**config.mk**
```make
export PLATFORM = sky130hd
export DESIGN_NAME = dma_ctrl_regs
export DESIGN_NICKNAME = d
export VERILOG_FILES = /design/src/rtl/dma_ctrl_regs.sv
export SDC_FILE = /design/constraint.sdc
export NUM_CORES = 1
export LEC_CHECK = 0
export BUFFER_PORTS_ARGS = -buffer_cell sky130_fd_sc_hd__buf_4
export CAP_MARGIN = 10
export CORE_UTILIZATION = 40
export CTS_CLUSTER_SIZE = 8
export DETAILED_ROUTE_END_ITERATION = 8
export PLACE_DENSITY = 0.73
export SLEW_MARGIN = 10
export SYNTH_ARGS = -nofsm -noshare
export SYNTH_HDL_FRONTEND = slang
export SYNTH_SLANG_ARGS = --single-unit
export TNS_END_PERCENT = 30
```
**constraint.sdc**
```tcl
create_clock -name clk -period 2.5 [get_ports clk]
set_input_delay 0.5 -clock clk [delete_from_list [all_inputs] [get_ports clk]]
set_output_delay 0.5 -clock clk [all_outputs]
set_load 0.005 [all_outputs]
```
**src/rtl/dma_ctrl_regs.sv**
```systemverilog
module dma_ctrl_regs #(
  parameter int ADDR_W = 32,
  parameter int DATA_W = 64,
  parameter logic [ADDR_W-1:0] BASE = 'h1001_7000,
  parameter logic [ADDR_W-1:0] MASK = 'h3f
) (
  input  logic              clk,
  input  logic              rst_n,
  input  logic              req_valid,
  input  logic              req_write,
  input  logic [ADDR_W-1:0] req_addr,
  input  logic [DATA_W-1:0] req_wdata,
  output logic              resp_valid,
  output logic [DATA_W-1:0] resp_rdata,
  output logic [ADDR_W-1:0] eng_addr,
  output logic [ADDR_W-1:0] eng_len,
  output logic              eng_run,
  input  logic              eng_done,
  output logic              irq
);
  localparam int SEL_LO = 3;
  localparam int SEL_W  = 3;
  localparam logic [SEL_W-1:0] SEL_ADDR = 3'd0;
  localparam logic [SEL_W-1:0] SEL_LEN  = 3'd1;
  localparam logic [SEL_W-1:0] SEL_RUN  = 3'd2;
  localparam logic [SEL_W-1:0] SEL_DONE = 3'd3;

  logic [ADDR_W-1:0] addr_q, len_q;
  logic              run_q, done_q;
  logic [DATA_W-1:0] rmux;

  wire              hit = ((req_addr ^ BASE) & ~MASK) == '0;
  wire [SEL_W-1:0]  sel = req_addr[SEL_LO +: SEL_W];
  wire              acc = req_valid & hit;
  wire              wr  = acc & req_write;
  wire              rd  = acc & ~req_write;

  always_ff @(posedge clk or negedge rst_n) begin
    if (!rst_n) begin
      addr_q <= '0;
      len_q  <= '0;
    end else begin
      if (wr && sel == SEL_ADDR) addr_q <= req_wdata[ADDR_W-1:0];
      if (wr && sel == SEL_LEN)  len_q  <= req_wdata[ADDR_W-1:0];
    end
  end

  always_ff @(posedge clk or negedge rst_n) begin
    if (!rst_n) begin
      run_q  <= 1'b0;
      done_q <= 1'b0;
    end else if (eng_done) begin
      run_q  <= 1'b0;
      done_q <= 1'b1;
    end else begin
      if (wr && sel == SEL_RUN) run_q <= req_wdata[0];
      if (wr && sel == SEL_DONE && !req_wdata[0]) done_q <= 1'b0;
    end
  end

  always_comb begin
    case (sel)
      SEL_ADDR: rmux = DATA_W'(addr_q);
      SEL_LEN:  rmux = DATA_W'(len_q);
      SEL_RUN:  rmux = DATA_W'(run_q);
      SEL_DONE: rmux = DATA_W'(done_q);
      default:  rmux = '0;
    endcase
  end

  always_ff @(posedge clk or negedge rst_n) begin
    if (!rst_n) begin
      resp_valid <= 1'b0;
      resp_rdata <= '0;
    end else begin
      resp_valid <= acc;
      resp_rdata <= rd ? rmux : '0;
    end
  end

  assign eng_addr = addr_q;
  assign eng_len  = len_q;
  assign eng_run  = run_q;
  assign irq      = done_q;
endmodule

```
Word-level counts from Yosys, hierarchy flattened
Index checks and enable logic that the tools add are counted.
Word-level totals
  logic and storage cells: 30
  bits in registers: 131
Operators by class
  muxes and demuxes: 6
  reductions and logical operators: 10
  eq/ne operators: 3
  bitwise logic cells: 5
Operators with widths (count)
  $pmux 32 s4: 1
  $mux 64: 1
  $logic_not 32->1: 1
  $eq 3x2->1 const B: 2
  $logic_and 1x1->1: 5
  $not 5->5: 1
  $mux 1: 4
  $reduce_bool 2->1: 2
  $and 1x1->1: 3
  $eq 3x1->1 const B: 1
  $logic_not 3->1: 1
  $logic_not 1->1: 1
  $not 1->1: 1

Depth between registers and ports, before layout
  word-level depth: 8
  mapped depth: 6

Least setup slack after synthesis
No wires, ideal clock.
  path kind: input port to flip-flop
  start point: input port req_addr[18]
  end point: register addr_q[0], in the netlist eng_addr[0]
  setup time: 0.125 ns
  data arrival time: 2.031 ns
  required time: 2.375 ns
  cell stages on the path: 5
  slack: 0.344 ns
  cell sequence: nor4_1 > nand4_2 > nor4_4 > buf_6 > mux2_4
Between the ends
  longest elaborated chain between the ends: 4
Ends and longest elaborated chain
  from (decl): RTL line 11  | input logic [ADDR_W-1:0] req_addr,
  $logic_not 32->1: RTL line 32  | wire hit = ((req_addr ^ BASE) & ~MASK) == '0;
  $and 1x1->1: RTL line 34  | wire acc = req_valid & hit;
  $and 1x1->1: RTL line 35  | wire wr = acc & req_write;
  $logic_and 1x1->1: RTL line 43  | if (wr && sel == SEL_ADDR) addr_q <= req_wdata[ADDR_W-1:0];
  to (signal assigned): RTL line 43
  to (decl): RTL line 28  | logic [ADDR_W-1:0] addr_q, len_q;
No other way between the ends.
A chain may end at the register's enable or synchronous reset.

Final worst setup path
  start point: input port req_addr[19]
  end point: register len_q[31], in the netlist eng_len[31]
Between the ends
  longest elaborated chain between the ends: 4
Ends and longest elaborated chain
  $logic_not 32->1: RTL line 32
  $and 1x1->1: RTL line 34
  $and 1x1->1: RTL line 35
  $logic_and 1x1->1: RTL line 44  | if (wr && sel == SEL_LEN) len_q <= req_wdata[ADDR_W-1:0];
  to (signal assigned): RTL line 44
  to (decl): RTL line 28
No other way between the ends.

==> metrics.yaml <==
critical-path-max-stage-delay_ns: 0.39
cts_max_level: 3
vias: 3005
die_y_um: 107
path_buf_inv: 2
end_kind: "flop"
fin_ws_ns: 0.410
cp_top_family: "simple AND/OR/NAND/NOR gates"
start_util: 0.418
antenna_found_initial: 0
finalSetupViolCount: 0
drt_iter0_drc: 117
clkPwrFrac: 0.359
comb_power_share: 0.061
die_x_um: 107
fmax_mhz: 479
critical_path.slowest_cell: "buf_4"
synth-seq-cells: 99
drt-vias-per-instance: 4.89
p_int_mw: 2.13
cts.repair.resized: 0
switching_share: 0.227
power.leakage_nw: 2.99
grt_max_degree: 63
clk_pin_slew_ns: 0.09
arrival_ns: 2.33
routed_wl_um: 10300
cp.required_ns: 2.74
yosysWarnings: 0
switching_power_uw: 625
rows: 37
overflow: 0
die_area_um2: 11400
track_usage: 0.185
firstDrtPassIters: 4
numCtsBuffers: 9
rsz0062_at_grt: "no"
drive_gt1_frac: 0.549
fp.coreArea_um2: 10500
cts_sinks: 99
cts_hold_buf: 0
syn_area_um2: 4400
fin_nets: 576
synth.avg_cell_area_um2: 14.4
final.period_utilization: 0.836
syn_inst: 305
outcome: "finished clean"
cts_tree: "yes"
critPathMostFrequentCell: "buf_4"
total_power_mw: 2.76
io_pins: 232
drv_cap: 0
slew_violations: 0
numPortBuffers: 164
synthDistinctLibCells: 26
path_cells: "buf_4 -> nor4_1 -> nand4_2 -> nor4_4 -> buf_4 -> mux2_2"
grt_pass1_wl_um: 16000
hold_path.class: "in -> async"
globalplace.congestion: 0.724
routedWlPerCell_um: 16.8
peakVddDrop_mv: 0.260
finalHoldViolCount: 0
ant_nets: 0
yosysSeqAreaShare: 0.563
p_seq_frac: 0.580
clk_latency_ns: 0.35
finalClockSkew_ns: 0.00836
diodes: 0
root_buffer: "clkbuf_8"
syn_to_final_growth_pct: 33.6
finalCriticalPeriod_ns: 2.09
crit_fanout: 18
powerDensity_nw_per_um2: 470
dp_hpwl_um: 7240
clockBufferDepth: 2
start_kind: "input pin"
route.detailed.drc: 0
post_cts_buffers: 0
criticalPathCategory: "in -> reg"
fin_tns_setup_ns: 0
pre_cts_slack_ns: 0.000415
grt_pass1_vias: 3027
[synthesized netlist by cell type]
cell / n / area, um2
a22oi_1: 31 / 233
mux4_2: 1 / 22.5
buf_4: 32 / 240
nor2b_1: 2 / 12.5
nand2b_1: 3 / 18.8
nor4_4: 2 / 42.5
or3_1: 3 / 18.8
buf_2: 3 / 15.0
mux2_2: 4 / 45.0
a21oi_1: 1 / 5.00
buf_6: 6 / 67.6
inv_1: 2 / 7.51
mux2_4: 60 / 901
nor3_1: 4 / 20.0
nor4_1: 3 / 18.8
nor4b_2: 2 / 30.0
or3b_1: 1 / 8.76
nand4bb_1: 1 / 11.3
nor2_1: 32 / 120
clkbuf_1: 7 / 26.3
nor3b_1: 1 / 7.51
nand4_2: 2 / 25.0
conb_1: 1 / 3.75
dfrtp_1: 99 / 2480
nor4b_1: 1 / 8.76
mux2i_1: 1 / 10.0
[path summary, 6_finish.rpt]
path | startpoint | endpoint | slack, ns | cells after the start
max in group asynchronous | rst_n | resp_rdata[9] | 1.69 | 2
min in group clk | req_wdata[25] | eng_addr[25] | 0.39 | 2
max | req_addr[19] | eng_len[31] | 0.41 | 6
max reg2reg | irq | resp_rdata[0] | 1.39 | 2
min | rst_n | eng_len[0] | 0.10 | 1
min reg2reg | eng_addr[22] | eng_addr[22] | 0.55 | 1
[sequential cells by signal (all words and copies together), names as in the netlist]
name	count
eng_addr	32
eng_len	32
resp_rdata	32
eng_run	1
irq	1
resp_valid	1
[per-stage QoR]
stage | hold WS, ns | util | area, um2 | std cells
after CTS | 0.105 | 0.559 | 5870 | 615
after global placement | 0.494 | 0.541 | 5690 | 600
after floorplan | 0.204 | - | 4510 | 336
after global routing | 0.112 | 0.559 | 5870 | 615
after detailed placement | 0.503 | 0.541 | 5690 | 600
final | 0.100 | 0.559 | 5870 | 615
[power by group through the flow]
stage                     Sequential (mW)  Combinational [mW]  Clock [mW]
after floorplan                      1.63              0.0708           0
after global placement               1.63               0.167           0
after detailed placement             1.63               0.172           0
after CTS                            1.60               0.172        1.02
after global routing                 1.60               0.188        1.10
final                                1.60               0.169       0.991
[layout make-up]
| cell class | count | area [um2] |
|---|---|---|
| Inverter | 2 | 7.51 |
| Tap cell | 136 | 170 |
| Sequential cell | 99 | 2480 |
| Clock inverter | 5 | 55.1 |
| Fill cell | 884 | 4640 |
| Timing Repair Buffer | 176 | 1350 |
| Clock buffer | 10 | 128 |
| Multi-Input combinational cell | 187 | 1690 |
[logic make-up after synthesis]
| kind of cell | synth area share |
|---|---|
| AO/OA/AOI/OAI | 0.0541 |
| buffers and inverters | 0.0811 |
| flip-flops | 0.563 |
| multiplexers | 0.223 |
| other | 0.000853 |
| AND/OR/NAND/NOR | 0.0780 |
[placed cells by master (no fill, tap or decap), types with 2 or more instances in the layout]
cell type / instances
nand2b_1: 3
buf_12: 2
conb_1: 32
or3_1: 3
buf_4: 174
dfrtp_1: 99
inv_1: 2
clkbuf_8: 9
nor2_1: 32
nor2b_1: 2
nor4_4: 2
nor3_1: 3
nor4b_2: 2
a22oi_1: 31
nor4_1: 3
mux2_2: 4
clkinv_2: 2
clkinvlp_4: 2
mux2_4: 60
nand4_2: 2
[routing by layer]
layer / up-vias / part of all wire / track usage
met5: - / 0 / 0
met4: 0 / 0.014 / 0.0607
met3: 11 / 0.064 / 0.0468
met2: 134 / 0.49 / 0.305
met1: 1512 / 0.43 / 0.237
li1: 1348 / - / -
(Power assumes the default switching activity.)
